$ cat config.mk
export PLATFORM = sky130hd
export DESIGN_NAME = pin_irq_unit
export DESIGN_NICKNAME = d
export VERILOG_FILES = /design/src/rtl/pin_irq_pkg.sv /design/src/rtl/pin_irq_sync.sv /design/src/rtl/pin_irq_chan.sv /design/src/rtl/pin_irq_group.sv /design/src/rtl/pin_irq_unit.sv
export SDC_FILE = /design/constraint.sdc
export NUM_CORES = 1
export LEC_CHECK = 0
export BUFFER_PORTS_ARGS = -buffer_cell sky130_fd_sc_hd__buf_2
export CAP_MARGIN = 10
export CORE_ASPECT_RATIO = 0.8
export CORE_UTILIZATION = 25
export DETAILED_ROUTE_END_ITERATION = 10
export MAX_ROUTING_LAYER = met4
export SLEW_MARGIN = 20
export SYNTH_ARGS = -nofsm -noshare
export SYNTH_HDL_FRONTEND = slang
export SYNTH_HIERARCHICAL = 1
export SYNTH_SLANG_ARGS = --single-unit
$ cat constraint.sdc
create_clock -name clk -period 3.4 [get_ports clk]
set_clock_uncertainty 0.15 [all_clocks]
set_input_delay 0 -clock clk [delete_from_list [all_inputs] [get_ports clk]]
set_output_delay 0 -clock clk [all_outputs]
set_load 0.005 [all_outputs]
$ cat src/rtl/pin_irq_pkg.sv
package pin_irq_pkg;
    typedef enum logic {
        CH_IDLE = 1'b0,
        CH_PEND = 1'b1
    } ch_state_e;
endpackage

$ cat src/rtl/pin_irq_sync.sv
module pin_irq_sync #(
    parameter int WIDTH = 32
) (
    input  logic             clk,
    input  logic             rst_n,
    input  logic [WIDTH-1:0] raw_i,
    output logic [WIDTH-1:0] cur_o,
    output logic [WIDTH-1:0] prev_o
);
    logic [WIDTH-1:0] meta_q;
    logic [WIDTH-1:0] cur_q;
    logic [WIDTH-1:0] prev_q;

    always_ff @(posedge clk or negedge rst_n) begin
        if (!rst_n) begin
            meta_q <= '0;
            cur_q  <= '0;
            prev_q <= '0;
        end else begin
            meta_q <= raw_i;
            cur_q  <= meta_q;
            prev_q <= cur_q;
        end
    end

    assign cur_o  = cur_q;
    assign prev_o = prev_q;
endmodule

$ cat src/rtl/pin_irq_chan.sv
module pin_irq_chan
    import pin_irq_pkg::*;
#(
    parameter int NPINS = 32,
    parameter int SELW  = $clog2(NPINS)
) (
    input  logic             clk,
    input  logic             rst_n,
    input  logic [NPINS-1:0] cur_i,
    input  logic [NPINS-1:0] prev_i,
    input  logic [SELW-1:0]  sel_i,
    input  logic             level_i,
    input  logic             pol_i,
    input  logic             rise_en_i,
    input  logic             fall_en_i,
    input  logic             clr_i,
    output logic             irq_o
);
    ch_state_e st_q, st_d;
    logic      in_range;
    logic      pin_now;
    logic      pin_old;
    logic      edge_hit;

    always_comb begin
        in_range = (int'(sel_i) < NPINS);
        pin_now  = in_range ? cur_i[sel_i]  : 1'b0;
        pin_old  = in_range ? prev_i[sel_i] : 1'b0;
        edge_hit = (rise_en_i &&  pin_now && !pin_old) ||
                   (fall_en_i && !pin_now &&  pin_old);
    end

    // next-state logic: EDGE_SEEN, CLEARED, LEVEL_FORCE
    always_comb begin
        st_d = st_q;
        if (level_i) begin
            st_d = CH_IDLE;
        end else begin
            unique case (st_q)
                CH_IDLE: if (edge_hit) st_d = CH_PEND;
                CH_PEND: if (clr_i && !edge_hit) st_d = CH_IDLE;
                default: st_d = CH_IDLE;
            endcase
        end
    end

    always_ff @(posedge clk or negedge rst_n) begin
        if (!rst_n) st_q <= CH_IDLE;
        else        st_q <= st_d;
    end

    always_comb begin
        if (level_i) irq_o = (pin_now == pol_i);
        else         irq_o = (st_q == CH_PEND);
    end

    AST_PEND_HAS_CAUSE: assert property (@(posedge clk) disable iff (!rst_n)
        $rose(st_q == CH_PEND) |-> $past(pin_now != pin_old));

    AST_PEND_STICKY: assert property (@(posedge clk) disable iff (!rst_n)
        (!level_i && st_q == CH_PEND && !clr_i) |=> (st_q == CH_PEND));

    AST_CLEAR_TAKES: assert property (@(posedge clk) disable iff (!rst_n)
        (!level_i && clr_i && !edge_hit) |=> (st_q == CH_IDLE));

    AST_LEVEL_NO_LATCH: assert property (@(posedge clk) disable iff (!rst_n)
        level_i |=> (st_q == CH_IDLE));
endmodule

$ cat src/rtl/pin_irq_group.sv
module pin_irq_group #(
    parameter int NPINS = 32
) (
    input  logic [NPINS-1:0] cur_i,
    input  logic [NPINS-1:0] en_i,
    input  logic [NPINS-1:0] pol_i,
    input  logic             and_mode_i,
    output logic             irq_o
);
    logic [NPINS-1:0] match;

    always_comb begin
        match = en_i & ~(cur_i ^ pol_i);
        if (en_i == '0)      irq_o = 1'b0;
        else if (and_mode_i) irq_o = (match == en_i);
        else                 irq_o = |match;
    end
endmodule

$ cat src/rtl/pin_irq_unit.sv
module pin_irq_unit #(
    parameter int NPORTS    = 4,
    parameter int PORT_PINS = 8,
    parameter int NCH       = 8,
    parameter int NGRP      = 2,
    localparam int NPINS    = NPORTS * PORT_PINS,
    localparam int SELW     = $clog2(NPINS)
) (
    input  logic                  clk,
    input  logic                  rst_n,
    input  logic [NPINS-1:0]      pins_i,
    input  logic [NCH*SELW-1:0]   ch_sel_i,
    input  logic [NCH-1:0]        ch_level_i,
    input  logic [NCH-1:0]        ch_pol_i,
    input  logic [NCH-1:0]        ch_rise_en_i,
    input  logic [NCH-1:0]        ch_fall_en_i,
    input  logic [NCH-1:0]        ch_clr_i,
    input  logic [NGRP*NPINS-1:0] grp_en_i,
    input  logic [NGRP*NPINS-1:0] grp_pol_i,
    input  logic [NGRP-1:0]       grp_and_i,
    output logic [NCH-1:0]        ch_irq_o,
    output logic [NGRP-1:0]       grp_irq_o
);
    logic [NPINS-1:0] pin_cur;
    logic [NPINS-1:0] pin_prev;

    pin_irq_sync #(.WIDTH(NPINS)) u_sync (
        .clk    (clk),
        .rst_n  (rst_n),
        .raw_i  (pins_i),
        .cur_o  (pin_cur),
        .prev_o (pin_prev)
    );

    for (genvar c = 0; c < NCH; c++) begin : g_ch
        pin_irq_chan #(.NPINS(NPINS), .SELW(SELW)) u_chan (
            .clk       (clk),
            .rst_n     (rst_n),
            .cur_i     (pin_cur),
            .prev_i    (pin_prev),
            .sel_i     (ch_sel_i[c*SELW +: SELW]),
            .level_i   (ch_level_i[c]),
            .pol_i     (ch_pol_i[c]),
            .rise_en_i (ch_rise_en_i[c]),
            .fall_en_i (ch_fall_en_i[c]),
            .clr_i     (ch_clr_i[c]),
            .irq_o     (ch_irq_o[c])
        );
    end

    for (genvar g = 0; g < NGRP; g++) begin : g_grp
        pin_irq_group #(.NPINS(NPINS)) u_grp (
            .cur_i      (pin_cur),
            .en_i       (grp_en_i[g*NPINS +: NPINS]),
            .pol_i      (grp_pol_i[g*NPINS +: NPINS]),
            .and_mode_i (grp_and_i[g]),
            .irq_o      (grp_irq_o[g])
        );

        AST_GRP_EMPTY_SILENT: assert property (@(posedge clk) disable iff (!rst_n)
            (grp_en_i[g*NPINS +: NPINS] == '0) |-> !grp_irq_o[g]);
    end
endmodule

==> impl_table.tex <==
\begin{tabular}{lr}
\hline
Metric & Value \\
\hline
\multicolumn{2}{l}{\textbf{Outcome}} \\
\quad Run status & complete, no violations \\
\multicolumn{2}{l}{\textbf{Setup path}} \\
\quad Crit Path Max Fanout & 9 \\
\quad Kind of start point of the critical path & flip-flop \\
\quad Data arrival time of the critical path & around 3.1 ns \\
\quad Number of logic stages on the critical path including buffering & 8 \\
\quad R2R depth & 8 \\
\quad Sequence of cells on the critical path & buf\_4 > mux2i\_1 > a22oi\_1 > and4\_1 > a211oi\_2 > or3b\_1 > a31oi\_1 > dlygate4sd3\_1 \\
\quad Endpoint kind of the worst setup timing path & flip-flop \\
\quad Top delay family on crit path & flip-flops \\
\quad Worst setup path class & flip-flop to flip-flop \\
\quad Largest stage delay on the critical path & $\sim$0.86 ns \\
\quad Worst path buffer plus inverter count & 2 \\
\quad Worst path slowest cell & sky130\_fd\_sc\_hd\_\_dfrtp\_1 \\
\quad Data required time at the worst endpoint & 3.56 ns \\
\multicolumn{2}{l}{\textbf{Clocking}} \\
\quad Number of sinks driven by the clock tree & approximately 100 \\
\quad TritonCTS clock tree & built \\
\quad Resize count post-CTS & 0 \\
\quad Skew-Pair Late Insertion Delay & 0.37 ns \\
\quad Htree depth & 3 \\
\quad Clock root buffer master & sky130\_fd\_sc\_hd\_\_clkbuf\_16 \\
\quad Longest Clk Path Bufs & 2 \\
\quad Number of buffers inserted during clock tree synthesis & 9 \\
\quad Clock slew seen by the registers of the worst setup and hold paths & roughly 0.090 ns \\
\multicolumn{2}{l}{\textbf{Global route}} \\
\quad Grt ovf & 0 \\
\quad Overall global routing resource usage & 0.221 \\
\quad Antenna violations before repair & 4 \\
\quad Wire length of the first global-routing pass & just over 60000 µm \\
\quad Maximum number of pins on one net before global-route repair & 54 \\
\quad Via count of the first global-routing pass & between 9000 and 10000 \\
\multicolumn{2}{l}{\textbf{Drt}} \\
\quad Post-detailed-route count of antenna-violating nets & 0 \\
\quad Iteration-0 DRC count of the detailed router & approximately 1100 \\
\quad Via density & roughly 5.4 \\
\quad Total wire length after detailed routing & 43200 µm \\
\quad Pre-Repair DR Iteration Count & 7 \\
\quad Number of vias in the routed layout & 9719 \\
\quad Drt wl/cell & roughly 24 µm \\
\quad Remaining DRCs & 0 \\
\multicolumn{2}{l}{\textbf{Finish}} \\
\quad Fraction of final layout cells sized beyond drive strength 1 & 0.264 \\
\quad Footprint of the multi-input gates & around 6300 µm² \\
\quad Net count, final & 1539 \\
\quad Layout overhead on the synthesized area & 25.1\% \\
\quad Sequential cell area & 2600 µm² \\
\quad Cell area after layout & 12100 µm² \\
\quad Fillers & 3963 \\
\quad Core utilization of the finished layout & 0.317 \\
\multicolumn{2}{l}{\textbf{Floorplan}} \\
\quad Die extent in x & between 200 and 250 µm \\
\quad Die outline height & 178 µm \\
\quad Number of placement rows & 64 \\
\quad Initial cell density of the core & 0.254 \\
\quad Overall die area & 39500 µm² \\
\quad Number of top-level design ports & between 200 and 300 \\
\quad Area inside the core boundary & around 38000 µm² \\
\multicolumn{2}{l}{\textbf{Timing}} \\
\quad Setup repair after global routing missed its margin & no \\
\quad Pins Over Slew Limit & 0 \\
\quad Period utilization & 0.876 \\
\quad Final min period & roughly 3.0 ns \\
\quad Headroom to the max-slew limit & 0.384 \\
\quad Final setup violating endpoints & 0 \\
\quad Final setup margin & 0.423 ns \\
\quad Total Negative Setup Slacks & 0 ns \\
\quad Final Hold Viols & 0 \\
\quad Peak Freq & around 340 MHz \\
\quad Slew at the pin with the worst max-slew slack & roughly 0.92 ns \\
\multicolumn{2}{l}{\textbf{Place}} \\
\quad Total half-perimeter wirelength after legalization and detailed placement & between 30000 and 40000 µm \\
\quad Pre-CTS worst setup slack & around 1 ns \\
\quad Weighted congestion reported at the end of routability-driven placement & $\sim$0.9 \\
\quad Post-Place Cell Area & between 10000 and 15000 µm² \\
\quad Number of port buffers & between 200 and 300 \\
\multicolumn{2}{l}{\textbf{Logic synthesis}} \\
\quad Post-synthesis instance total & between 1000 and 1500 \\
\quad Post-synth EDFFs & 0 \\
\quad Synth warnings & 6 \\
\quad Total nets after synthesis & 1250 \\
\quad Post-Synthesis Cell Area & approximately 9700 µm² \\
\quad Most used flip-flop cell after synthesis & sky130\_fd\_sc\_hd\_\_dfrtp\_1 \\
\quad Average footprint of a synthesized cell & roughly 9.6 µm² \\
\quad Part of the Yosys area used for sequential elements & 0.269 \\
\quad Library cells used by synthesis & 43 \\
\quad Yosys reg bits & 104 \\
\quad Proportion of register bits with asynchronous set or reset after synthesis & 1.00 \\
\multicolumn{2}{l}{\textbf{Power and ir drop}} \\
\quad Worst IR drop on VDD & around 0.00023 V \\
\quad Lkg Pwr & about 0.0058 µW \\
\quad Overall power consumption & approximately 3900 µW \\
\quad Total power divided by cell area & 318 nW/µm² \\
\multicolumn{2}{l}{\textbf{Min path}} \\
\quad Type of the worst min-delay path & input port to async pin \\
\multicolumn{2}{l}{\textbf{Flow run}} \\
\quad Maximum Capacitance Violations & 0 \\
\hline
\end{tabular}
==> worst paths after layout <==
kind / from / endpoint / slack [ns]
max: u_sync/cur_o[27] / g_ch[5].u_chan/st_q / 0.42
min reg2reg: u_sync/meta_q[28] / u_sync/cur_o[28] / 0.20
min: rst_n / g_ch[1].u_chan/st_q / 0.06
max reg2reg: u_sync/cur_o[27] / g_ch[5].u_chan/st_q / 0.42
max in group asynchronous: rst_n / u_sync/cur_o[14] / 2.23
min in group clk: pins_i[23] / u_sync/meta_q[23] / 0.11
==> registers in the layout, summed over array words and instances, names as in the netlist <==
register / count
u_sync/cur_o: 32
u_sync/meta_q: 32
u_sync/prev_o: 32
g_ch.u_chan/st_q: 8
==> cell type report <==
type	instances	area share
inverter	58	0.0180
sequential	104	0.215
antenna	4	0.000826
multi-input combinational	788	0.524
clock inverter	7	0.00713
tap	495	0.0511
clock buffer	9	0.0186
timing repair buffer	334	0.166
==> logic make-up after synthesis <==
| logic type | count (synthesis) | share of synthesized area |
|---|---|---|
| compound gates | 258 | 0.202 |
| mux | 256 | 0.265 |
| xor+xnor | 72 | 0.0667 |
| simple gates | 202 | 0.122 |
| buf+inv | 114 | 0.0762 |
| flops | 104 | 0.269 |
==> worst register-to-register path: cells and delay by family (launching register included) <==
family	cells	cell delay, ns
buffers and inverters	2	0.81
multiplexers	1	0.07
AO/OA/AOI/OAI	3	0.41
AND/OR/NAND/NOR	2	0.61
flip-flops	1	0.86
==> cell usage after synthesis, types with 4 or more instances <==
cell                       number  area, µm²
sky130_fd_sc_hd__clkbuf_1      24       90.1
sky130_fd_sc_hd__xor2_1        16        140
sky130_fd_sc_hd__a21oi_1       42        210
sky130_fd_sc_hd__o22ai_1       24        150
sky130_fd_sc_hd__o21ai_0        4       20.0
sky130_fd_sc_hd__nor2_1        24       90.1
sky130_fd_sc_hd__a211oi_2       8        100
sky130_fd_sc_hd__nand4_1        8       50.1
sky130_fd_sc_hd__nand2b_1      24        150
sky130_fd_sc_hd__nand2_1       48        180
sky130_fd_sc_hd__a21oi_2        8       70.1
sky130_fd_sc_hd__a221oi_2       4       60.1
sky130_fd_sc_hd__inv_1         58        218
sky130_fd_sc_hd__nor2b_1       24        150
sky130_fd_sc_hd__and4_1        16        140
sky130_fd_sc_hd__o22ai_2        8        100
sky130_fd_sc_hd__or3b_1         8       70.1
sky130_fd_sc_hd__mux2i_1      256       2560
sky130_fd_sc_hd__a31oi_1        8       50.1
sky130_fd_sc_hd__dfrtp_1      104       2600
sky130_fd_sc_hd__or2_2          8       50.1
sky130_fd_sc_hd__buf_8          8        120
sky130_fd_sc_hd__o22a_1         8       70.1
sky130_fd_sc_hd__a22o_1        20        175
sky130_fd_sc_hd__buf_12         8        160
sky130_fd_sc_hd__and2_1         8       50.1
sky130_fd_sc_hd__nor4_1        18        113
sky130_fd_sc_hd__a22oi_1      112        841
sky130_fd_sc_hd__nand3_1        8       40.0
sky130_fd_sc_hd__buf_6          8       90.1
sky130_fd_sc_hd__xnor2_1       54        473
sky130_fd_sc_hd__buf_4          8       60.1
==> power breakdown <==
| group | switching [µW] | leakage, µW | internal, µW |
|---|---|---|---|
| clock network | 590 | 0.000153 | 537 |
| registers | 181 | 0.00123 | 1300 |
| logic | 655 | 0.00438 | 589 |
==> cell usage in the layout, fill, tap and decap left out, types with 8 or more instances in the layout <==
cell	n
sky130_fd_sc_hd__dfrtp_1	104
sky130_fd_sc_hd__buf_2	252
sky130_fd_sc_hd__o22ai_2	8
sky130_fd_sc_hd__inv_1	58
sky130_fd_sc_hd__or3b_1	8
sky130_fd_sc_hd__and4_1	16
sky130_fd_sc_hd__a22o_1	20
sky130_fd_sc_hd__a22oi_1	112
sky130_fd_sc_hd__xnor2_1	54
sky130_fd_sc_hd__a21oi_2	8
sky130_fd_sc_hd__nand4_1	8
sky130_fd_sc_hd__nand2b_1	24
sky130_fd_sc_hd__nor2b_1	24
sky130_fd_sc_hd__nand2_1	48
sky130_fd_sc_hd__xor2_1	16
sky130_fd_sc_hd__clkbuf_16	9
sky130_fd_sc_hd__nor2_1	24
sky130_fd_sc_hd__a211oi_2	8
sky130_fd_sc_hd__o22a_1	8
sky130_fd_sc_hd__and2_1	8
sky130_fd_sc_hd__or2_2	8
sky130_fd_sc_hd__nand3_1	8
sky130_fd_sc_hd__mux2i_1	256
sky130_fd_sc_hd__buf_4	32
sky130_fd_sc_hd__dlygate4sd3_1	49
sky130_fd_sc_hd__a31oi_1	8
sky130_fd_sc_hd__nor4_1	18
sky130_fd_sc_hd__o22ai_1	24
sky130_fd_sc_hd__a21oi_1	42
==> per-layer routing <==
layer	track usage	up-vias	routed length (µm)
met1	0.298	4731	19200
met2	0.333	533	19200
li1	-	4372	-
met4	0.0703	0	1150
met5	-	-	0
met3	0.0420	83	3570
==> per-stage QoR <==
stage / hold slack (ns) / std cells
after global placement: -0.0405 / 1730
final: 0.0637 / 1799
after global routing: 0.0929 / 1799
after CTS: 0.0823 / 1795
after floorplan: -0.446 / 1006
after detailed placement: -0.0407 / 1730
==> timing repair <==
item                                   4_1_cts  5_1_grt
setup buffers                                0        0
endpoints found under the hold margin       92        0
hold buffers                                49        0
setup endpoints to repair                    0        0
(Power assumes the default switching activity.)
